[src/rtl/rdx_pkg.sv]
package rdx_pkg;

  typedef enum logic [2:0] {
    ST_TAG    = 3'd0,
    ST_LEN_LO = 3'd1,
    ST_LEN_HI = 3'd2,
    ST_SKIP   = 3'd3,
    ST_PAY    = 3'd4,
    ST_DONE   = 3'd5
  } rdx_state_e;

  localparam logic [3:0] SMALL_LDEV_ID = 4'h2;
  localparam logic [3:0] SMALL_CDEV_ID = 4'h3;
  localparam logic [3:0] SMALL_END     = 4'hF;
  localparam logic [7:0] LARGE_END     = 8'hFF;

  typedef struct packed {
    logic       is_large;
    logic       is_end;
    logic       is_id;
    logic [2:0] small_len;
  } rdx_tag_t;

endpackage

[src/rtl/rdx_tag_decode.sv]
module rdx_tag_decode
  import rdx_pkg::*;
(
  input  logic [7:0] tag,
  output rdx_tag_t   dec
);

  logic [3:0] small_type;

  always_comb begin
    small_type    = tag[6:3];
    dec.is_large  = tag[7];
    dec.small_len = tag[2:0];
    if (tag[7]) begin
      dec.is_end = (tag == LARGE_END);
      dec.is_id  = 1'b0;
    end else begin
      dec.is_end = (small_type == SMALL_END);
      dec.is_id  = (small_type == SMALL_LDEV_ID) || (small_type == SMALL_CDEV_ID);
    end
  end

endmodule

[src/rtl/rdx_span_counter.sv]
module rdx_span_counter #(
  parameter int CNT_W = 16
) (
  input  logic             clk,
  input  logic             rst_n,
  input  logic             load,
  input  logic [CNT_W-1:0] load_val,
  input  logic             dec,
  output logic             last
);

  logic [CNT_W-1:0] cnt_q, cnt_d;

  always_comb begin
    cnt_d = cnt_q;
    if (load) begin
      cnt_d = load_val;
    end else if (dec) begin
      cnt_d = cnt_q - CNT_W'(1);
    end
  end

  always_ff @(posedge clk or negedge rst_n) begin
    if (!rst_n) begin
      cnt_q <= '0;
    end else if (load || dec) begin
      cnt_q <= cnt_d;
    end
  end

  assign last = (cnt_q == CNT_W'(1));

  // a decrement never happens on an empty span
  a_r3_no_underflow: assert property (@(posedge clk) disable iff (!rst_n)
    dec |-> (cnt_q != '0));

  // a span is never loaded while it is still being consumed
  a_r2_load_dec_exclusive: assert property (@(posedge clk) disable iff (!rst_n)
    !(load && dec));

endmodule

[src/rtl/rdx_id_assemble.sv]
module rdx_id_assemble #(
  parameter int ID_BYTES = 4
) (
  input  logic                  clk,
  input  logic                  rst_n,
  input  logic                  clear,
  input  logic                  wr_en,
  input  logic [7:0]            wr_byte,
  input  logic                  emit,
  output logic [8*ID_BYTES-1:0] id_value,
  output logic                  id_valid
);

  localparam int IDX_W = $clog2(ID_BYTES + 1);
  localparam logic [IDX_W-1:0] IDX_FULL = IDX_W'(ID_BYTES);

  logic [ID_BYTES-1:0][7:0] acc_q, acc_d;
  logic [IDX_W-1:0]         idx_q, idx_d;
  logic [8*ID_BYTES-1:0]    val_q, val_d;
  logic                     vld_q, vld_d;

  always_comb begin
    acc_d = acc_q;
    idx_d = idx_q;
    if (clear) begin
      acc_d = '0;
      idx_d = '0;
    end else if (wr_en) begin
      for (int g = 0; g < ID_BYTES; g++) begin
        if (idx_q == IDX_W'(g)) acc_d[g] = wr_byte;
      end
      if (idx_q != IDX_FULL) idx_d = idx_q + IDX_W'(1);
    end
    vld_d = emit;
    val_d = emit ? acc_d : val_q;
  end

  always_ff @(posedge clk or negedge rst_n) begin
    if (!rst_n) begin
      acc_q <= '0;
      idx_q <= '0;
      val_q <= '0;
      vld_q <= 1'b0;
    end else begin
      if (clear || wr_en) begin
        acc_q <= acc_d;
        idx_q <= idx_d;
      end
      if (emit) val_q <= val_d;
      vld_q <= vld_d;
    end
  end

  assign id_value = val_q;
  assign id_valid = vld_q;

  // the lane index saturates at the identifier width
  a_r6_index_bounded: assert property (@(posedge clk) disable iff (!rst_n)
    idx_q <= IDX_FULL);

  // an identifier is only published together with its last payload byte
  a_r5_emit_with_byte: assert property (@(posedge clk) disable iff (!rst_n)
    emit |-> wr_en);

endmodule

[src/rtl/rdx_id_extractor.sv]
module rdx_id_extractor
  import rdx_pkg::*;
#(
  parameter int ID_BYTES = 4,
  parameter int LEN_W    = 16
) (
  input  logic                  clk,
  input  logic                  rst_n,
  input  logic                  rd_avail,
  input  logic [7:0]            rd_byte,
  output logic                  rd_ack,
  output logic [8*ID_BYTES-1:0] id_value,
  output logic                  id_valid,
  output logic                  stream_end
);

  logic [1:0]  rst_sync_q;
  logic        rst_n_s;
  rdx_state_e  state_q, state_d;
  logic [7:0]  len_lo_q, len_lo_d;
  rdx_tag_t    tag_dec;
  logic        take;
  logic        cnt_load, cnt_dec, cnt_last;
  logic [LEN_W-1:0] cnt_val;
  logic        id_clear, id_wr, id_emit;

  // reset: asserted asynchronously, released on the clock
  always_ff @(posedge clk or negedge rst_n) begin
    if (!rst_n) begin
      rst_sync_q <= 2'b00;
    end else begin
      rst_sync_q <= {rst_sync_q[0], 1'b1};
    end
  end
  assign rst_n_s = rst_sync_q[1];

  rdx_tag_decode u_tag_decode (
    .tag (rd_byte),
    .dec (tag_dec)
  );

  assign take       = rd_avail && rst_n_s && (state_q != ST_DONE);
  assign rd_ack     = take;
  assign stream_end = (state_q == ST_DONE);

  always_comb begin
    state_d  = state_q;
    len_lo_d = len_lo_q;
    cnt_load = 1'b0;
    cnt_val  = '0;
    cnt_dec  = 1'b0;
    id_clear = 1'b0;
    id_wr    = 1'b0;
    id_emit  = 1'b0;
    if (take) begin
      unique case (state_q)
        ST_TAG: begin
          if (tag_dec.is_end) begin
            state_d = ST_DONE;
          end else if (tag_dec.is_large) begin
            state_d = ST_LEN_LO;
          end else if (tag_dec.small_len != 3'd0) begin
            cnt_load = 1'b1;
            cnt_val  = LEN_W'(tag_dec.small_len);
            if (tag_dec.is_id) begin
              id_clear = 1'b1;
              state_d  = ST_PAY;
            end else begin
              state_d  = ST_SKIP;
            end
          end
        end
        ST_LEN_LO: begin
          len_lo_d = rd_byte;
          state_d  = ST_LEN_HI;
        end
        ST_LEN_HI: begin
          if ({rd_byte, len_lo_q} == 16'h0000) begin
            state_d = ST_TAG;
          end else begin
            cnt_load = 1'b1;
            cnt_val  = LEN_W'({rd_byte, len_lo_q});
            state_d  = ST_SKIP;
          end
        end
        ST_SKIP: begin
          cnt_dec = 1'b1;
          if (cnt_last) state_d = ST_TAG;
        end
        ST_PAY: begin
          cnt_dec = 1'b1;
          id_wr   = 1'b1;
          if (cnt_last) begin
            id_emit = 1'b1;
            state_d = ST_TAG;
          end
        end
        default: state_d = ST_DONE;
      endcase
    end
  end

  always_ff @(posedge clk or negedge rst_n_s) begin
    if (!rst_n_s) begin
      state_q  <= ST_TAG;
      len_lo_q <= '0;
    end else if (take) begin
      state_q  <= state_d;
      len_lo_q <= len_lo_d;
    end
  end

  rdx_span_counter #(.CNT_W(LEN_W)) u_span (
    .clk      (clk),
    .rst_n    (rst_n_s),
    .load     (cnt_load),
    .load_val (cnt_val),
    .dec      (cnt_dec),
    .last     (cnt_last)
  );

  rdx_id_assemble #(.ID_BYTES(ID_BYTES)) u_assemble (
    .clk      (clk),
    .rst_n    (rst_n_s),
    .clear    (id_clear),
    .wr_en    (id_wr),
    .wr_byte  (rd_byte),
    .emit     (id_emit),
    .id_value (id_value),
    .id_valid (id_valid)
  );

  // consumption only on an offered byte
  a_r1_ack_needs_ready: assert property (@(posedge clk) disable iff (!rst_n_s)
    rd_ack |-> rd_avail);

  // the end flag holds until reset
  a_r4_end_holds: assert property (@(posedge clk) disable iff (!rst_n_s)
    stream_end |=> stream_end);

  // nothing is consumed after the end marker
  a_r9_quiet_after_end: assert property (@(posedge clk) disable iff (!rst_n_s)
    stream_end |-> !rd_ack);

  // identifiers are separate single-cycle pulses
  a_r8_single_pulse: assert property (@(posedge clk) disable iff (!rst_n_s)
    id_valid |=> !id_valid);

  // a pulse follows a cycle spent in an identifier payload
  a_r5_pulse_after_payload: assert property (@(posedge clk) disable iff (!rst_n_s)
    id_valid |-> ($past(state_q) == ST_PAY));

endmodule

[config.mk]
export PLATFORM = sky130hd
export DESIGN_NAME = rdx_id_extractor
export DESIGN_NICKNAME = d
export VERILOG_FILES = /design/src/rtl/rdx_pkg.sv /design/src/rtl/rdx_tag_decode.sv /design/src/rtl/rdx_span_counter.sv /design/src/rtl/rdx_id_assemble.sv /design/src/rtl/rdx_id_extractor.sv
export SDC_FILE = /design/constraint.sdc
export NUM_CORES = 1
export LEC_CHECK = 0
export BUFFER_PORTS_ARGS = -buffer_cell sky130_fd_sc_hd__buf_2
export CAP_MARGIN = 20
export CORE_MARGIN = 1
export CORE_UTILIZATION = 58
export CTS_BUF_LIST = sky130_fd_sc_hd__clkbuf_8
export CTS_CLUSTER_SIZE = 8
export DETAILED_ROUTE_END_ITERATION = 7
export PLACE_DENSITY = 0.91
export SYNTH_ARGS = -nofsm -noshare
export SYNTH_HDL_FRONTEND = slang
export SYNTH_SLANG_ARGS = --single-unit
[constraint.sdc]
create_clock -name clk -period 6.05 [get_ports clk]
set_clock_uncertainty 0.15 [all_clocks]
set_input_delay 0 -clock clk [delete_from_list [all_inputs] [get_ports clk]]
set_output_delay 0 -clock clk [all_outputs]
set_load 0.03 [all_outputs]
; ---- Word-level counts from Yosys, hierarchy flattened
; Cells that the tools add are included.
[op_classes]
n_addsub = 2
n_eq_ne = 17
muxes = 44
reduce_logical = 17
[ops]
columns = operator, count
row1 = 16-bit two-way mux, 4
row2 = 32-bit two-way mux, 2
row3 = 3-bit two-way mux, 11
row4 = 8-bit two-way mux, 4
row5 = 16-bit case mux with 2 select lines, 1
row6 = 1-bit two-way mux, 18
row7 = 16-bit by 1-bit equality test with 1-bit output (second input constant), 1
row8 = 16-bit logical NOT, 1
row9 = 16-bit by 1-bit subtractor with 16-bit output (second input constant), 1
row10 = 3-bit by 2-bit equality test with 1-bit output (second input constant), 4
row11 = 3-bit case mux with 4 select lines, 1
row12 = 4-bit by 2-bit equality test with 1-bit output (second input constant), 2
row13 = 8-bit equality test (second input constant), 1
row14 = 3-bit by 1-bit equality test with 1-bit output (second input constant), 2
row15 = 3-bit equality test (second input constant), 2
row16 = 3-bit logical NOT, 2
row17 = 3-bit inequality test (second input constant), 2
row18 = 3-bit AND reduction, 2
row19 = 2-bit nonzero test, 3
row20 = 4-bit equality test (second input constant), 1
row21 = 2-bit two-way mux, 2
row22 = 4-bit inequality test (second input constant), 1
row23 = 2-bit AND reduction, 2
row24 = 3-bit by 1-bit adder with 3-bit output (second input constant), 1
row25 = 6 further kinds, 9
[totals]
regBits = 97
in_bits = 11
output_inout_bits = 35
elab_cells = 91

; ---- Longest topological paths before layout
[depth]
depth_word = 11
depth_mapped = 8
mapped_depth_nobuf = 7

; ---- Modules after synthesis
; Synthesis repeated with hierarchy kept, for this count alone.
[unflattened]
hier_cells = 435
hier_area_um2 = 4670.7
[modules_own_cells]
columns = mod, instances, cells_per_inst, area_each_um2, seq_area_each_um2
row1 = rdx_id_assemble, 1, 235, 2847.7, 1701.6
row2 = rdx_span_counter, 1, 101, 920.9, 400.4
row3 = rdx_id_extractor, 1, 91, 840.8, 325.3
row4 = rdx_tag_decode, 1, 8, 61.3, 0.0

; ---- Least setup slack after synthesis
; Ideal clock, no wire load.
[synth_path]
path_type = register -> register
from = register rst_sync_q[1]
to = register u_span.cnt_q[10]
setup_ns = 0.134
arrival_time_ns = 4.412
t_required_ns = 5.766
path_slack_ns = 1.355
stages_incl_launch_ff = 8
path_buffers = 2
synth_period_minus_slack_ns = 4.695
path_cell_list = dfrtp_1 nand2_1 nor2_1 o211a_2 or2_1 clkbuf_1 clkbuf_1 o21ai_0
[synth_via]
elab_chain_cells = 5
word_cells_on_any_way = 9
cone_classes = mux: 4 / reduce/logical: 5
[synth_lines]
columns = item, line
row1 = "start, declared", rdx_id_extractor.sv:17  ; logic [1:0] rst_sync_q;
row2 = "start signal, assigned", rdx_id_extractor.sv:32  ; rst_sync_q <= {rst_sync_q[0], 1'b1};
row3 = 1-bit logical AND * (2 in series), rdx_id_extractor.sv:42  ; assign take = rd_avail && rst_n_s && (state_q != ST_DONE);
row4 = named net rd_ack, rdx_id_extractor.sv:11  ; output logic rd_ack,
row5 = 1-bit two-way mux, rdx_id_extractor.sv:55  ; if (take) begin
row6 = 2-bit nonzero test (no source line) or 1-bit logical OR (tied branches), n/a
row7 = 2-bit AND reduction (no source line), n/a
row8 = "end signal, assigned", rdx_span_counter.sv:27  ; cnt_q <= cnt_d;
row9 = "end, declared", rdx_span_counter.sv:12  ; logic [CNT_W-1:0] cnt_q, cnt_d;
; The timed path passes the listed nets; every way through them passes the cells marked *.
; A chain may end at the register's enable or synchronous reset.

; ---- Final worst setup path
[layout_path]
from = register state_q[2]
to = register u_span.cnt_q[5]
[layout_via]
elab_chain_cells = 6
word_cells_on_any_way = 17
cone_classes = eq/ne: 4 / mux: 7 / reduce/logical: 6
[layout_lines]
columns = item, line
row1 = "start, declared", rdx_id_extractor.sv:19  ; rdx_state_e state_q, state_d;
row2 = "start signal, assigned", rdx_id_extractor.sv:108  ; state_q <= state_d;
row3 = 3-bit equality test or 3-bit by 2-bit equality test with 1-bit output (tied branches), rdx_id_extractor.sv:56  ; unique case (state_q)
row4 = 2-bit OR reduction (no source line), n/a
row5 = 1-bit two-way mux, rdx_id_extractor.sv:56
row6 = 1-bit two-way mux, rdx_id_extractor.sv:55
row7 = 2-bit nonzero test (no source line) or 1-bit logical OR (tied branches), n/a
row8 = 2-bit AND reduction (no source line), n/a
; Several ways; a longest one is shown, not always the timed one.

==> results.yml <==
global_route:
  grt.total_usage_pct: 27.6
  grt_max_degree: 60
  grt-ovfl-total: 0
  grt_pass1_wl_mm: 17.4
  antenna_found_initial: 0
  grt_pass1_vias: 3320
route:
  viasPerCell: 6.08
  drt_first_pass_iters: 6
  wl_per_cell_um: 20.2
  vias: 3238
  drt_iter0_drc: 385
  drt_wl_total_mm: 10.8
  antenna_left: 0
  drc_errors: 0
worst_setup_path:
  path_class: "register to register"
  cp_max_fo: 12
  worstSetupEndpointType: "register"
  cp.required_ns: 6.21
  critPathLaunchType: "register"
  reg2reg_slack_ns: 2.99
  crit_arrival_ns: 3.22
final_layout:
  area_growth_pct: 12.5
  fin_area_um2: 5170
  layout.nets: 445
  insertedDiodeCount: 0
  drive_above_1_share_pct: 26.7
  final_common_cell: "dfrtp_1"
  final_cell_mix: "dfrtp_1, nor2_1, buf_2, mux2i_1, mux2_4"
synth:
  yosys.area.top_type: "dfrtp_1"
  synthCells: 381
  netlist.area_leader.share_pct: 52.8
  async_flop_share_pct: 100
  ys_seq_area_share_pct: 52.8
  synth_edf_count: 0
  synth_area_leaders: "dfrtp_1, mux2_4, mux2i_1"
  ys.flop_type: "dfrtp_1"
  synthDistinctLibCells: 55
  yosysWarnings: 0
  syn_avg_cell_area_um2: 12.1
  synth-seq-cells: 97
  syn_area_um2: 4600
  synth_nets: 399
sta:
  max_freq_mhz: 327
  rsz0062_at_grt: "no"
  finalCriticalPeriod_ns: 3.06
  setup_viol: 0
  finalHoldViolations: 0
  max_slew.worst_pin.slew_ns: 0.806
  finalSetupTns_ns: 0
  report.final.slew_viol_count: 0
  hold-worst-slack_ns: 0.0805
  fin_crit_sh_pct: 50.5
  slew_headroom_pct: 46.1
die:
  start_util_pct: 59.8
  row_count: 32
  die_w_um: 91.1
  die_area_um2: 8290
  core_area_um2: 7690
  io_pins: 46
  die_h_um: 91.1
placed_design:
  dp_hpwl_mm: 6.57
  io_buffers: 45
  place_area_um2: 4850
  globalplace.congestion: 0.901
clock_network:
  cts_root_buf: "clkbuf_8"
  cts_sinks: 97
  htreeDepth: 3
  clk_pin_slew_ns: 0.09
  clkLatencyLatePin_ns: 0.37
  cts_resized: 0
  cts_tree: "done"
  cts_buffer_depth: 2
  cts_buffers: 9
pwr:
  power.total_mw: 1.81
  p_leak_nw: 2.81
  power_density_nw_per_um2: 350
  ir_drop_mv: 0.231
run:
  max-cap-violations: 0
status:
  status: "finished clean"
min_path:
  hold_class: "primary input to register"
cell families after synthesis:
group,Yosys count,share of synthesized area (%)
multiplexers,77,20.3
flip-flops,97,52.8
other,1,0.0815
XOR/XNOR,14,2.67
AND/OR/NAND/NOR,114,13.1
adder cells (fa/ha/maj),7,1.90
buffers and inverters,31,3.37
AO/OA/AOI/OAI,40,5.85
state kept, by name (all words and copies together), names as in the netlist:
register and flops:
rst_sync_q 2, u_assemble.acc_q 32, u_assemble.id_value 32, u_assemble.idx_q 3
state_q 3, u_assemble.id_valid 1, u_span.cnt_q 16, len_lo_q 8
worst paths after layout:
| check | from | end | cells past startpoint |
|---|---|---|---|
| max in group asynchronous | rst_sync_q[1]$_DFF_PN0_ | u_assemble.acc_q[29]$_DFFE_PN0P_ | 1 |
| max reg2reg | state_q[2]$_DFFE_PN0P_ | u_span.cnt_q[5]$_DFFE_PN0P_ | 6 |
| min reg2reg | rst_sync_q[1]$_DFF_PN0_ | u_assemble.id_value[2]$_DFFE_PN0P_ | 0 |
| min in group asynchronous | rst_sync_q[1]$_DFF_PN0_ | u_assemble.id_value[2]$_DFFE_PN0P_ | 0 |
| min | rd_avail | u_span.cnt_q[1]$_DFFE_PN0P_ | 5 |
| max | state_q[2]$_DFFE_PN0P_ | u_span.cnt_q[5]$_DFFE_PN0P_ | 6 |
timing repair:
| item | in CTS | in global routing |
|---|---|---|
| buffers inserted | 0 | 0 |
| hold buffers | 10 | 0 |
| endpoints found under the hold margin | 49 | 0 |
metal layers:
layer	part of all wire (%)	GRT usage (%)	up-vias	wire, µm
li1	-	-	1432	-
met1	43	36.0	1656	4580
met2	51	47.0	126	5460
met3	4.7	3.27	24	506
met4	2.1	11.1	0	221
met5	0	0	-	0
metrics by stage:
step                instances  util, %  setup WS [ns]
finish                    533     67.3           2.99
floorplan                 381        -           1.35
global route              533     67.3           2.98
CTS                       532     67.3           2.84
detailed placement        507     63.1           2.94
global placement          507     63.1           3.01
report_power, final:
part / switching, mW / internal, mW
logic: 0.249 / 0.191
registers: 0.124 / 0.764
clock network: 0.239 / 0.245
area by class of cell:
class | instances | area (µm²)
clock buffer | 10 | 138
multi-input combinational | 253 | 2020
timing repair buffer | 58 | 345
fill | 523 | 2510
inverter | 8 | 30.0
tap | 102 | 128
clock inverter | 5 | 85.1
sequential | 97 | 2430
cells in the mapped netlist, types with 3 or more instances:
master / number
ha_1: 7
mux2_2: 11
nand3_1: 3
xor2_1: 5
mux2i_1: 36
o211ai_1: 3
nor3_1: 8
o21ai_0: 15
dfrtp_1: 97
nand2_1: 15
nor2_1: 50
a21oi_1: 3
nand4_1: 7
xnor2_1: 9
nor4_1: 4
clkbuf_1: 12
buf_6: 4
a22oi_1: 3
mux2_4: 30
o31ai_1: 3
inv_1: 8
buf_2: 7
worst max-delay path: stages, from the launching register on:
cell and delay [ns]:
dfrtp_1 0.52, nor3b_1 0.71, clkbuf_2 0.29, o2111ai_1 0.31
or3_1 0.45, a211oi_1 0.43, a21o_1 0.15
Power figures use the tool's default switching activity.
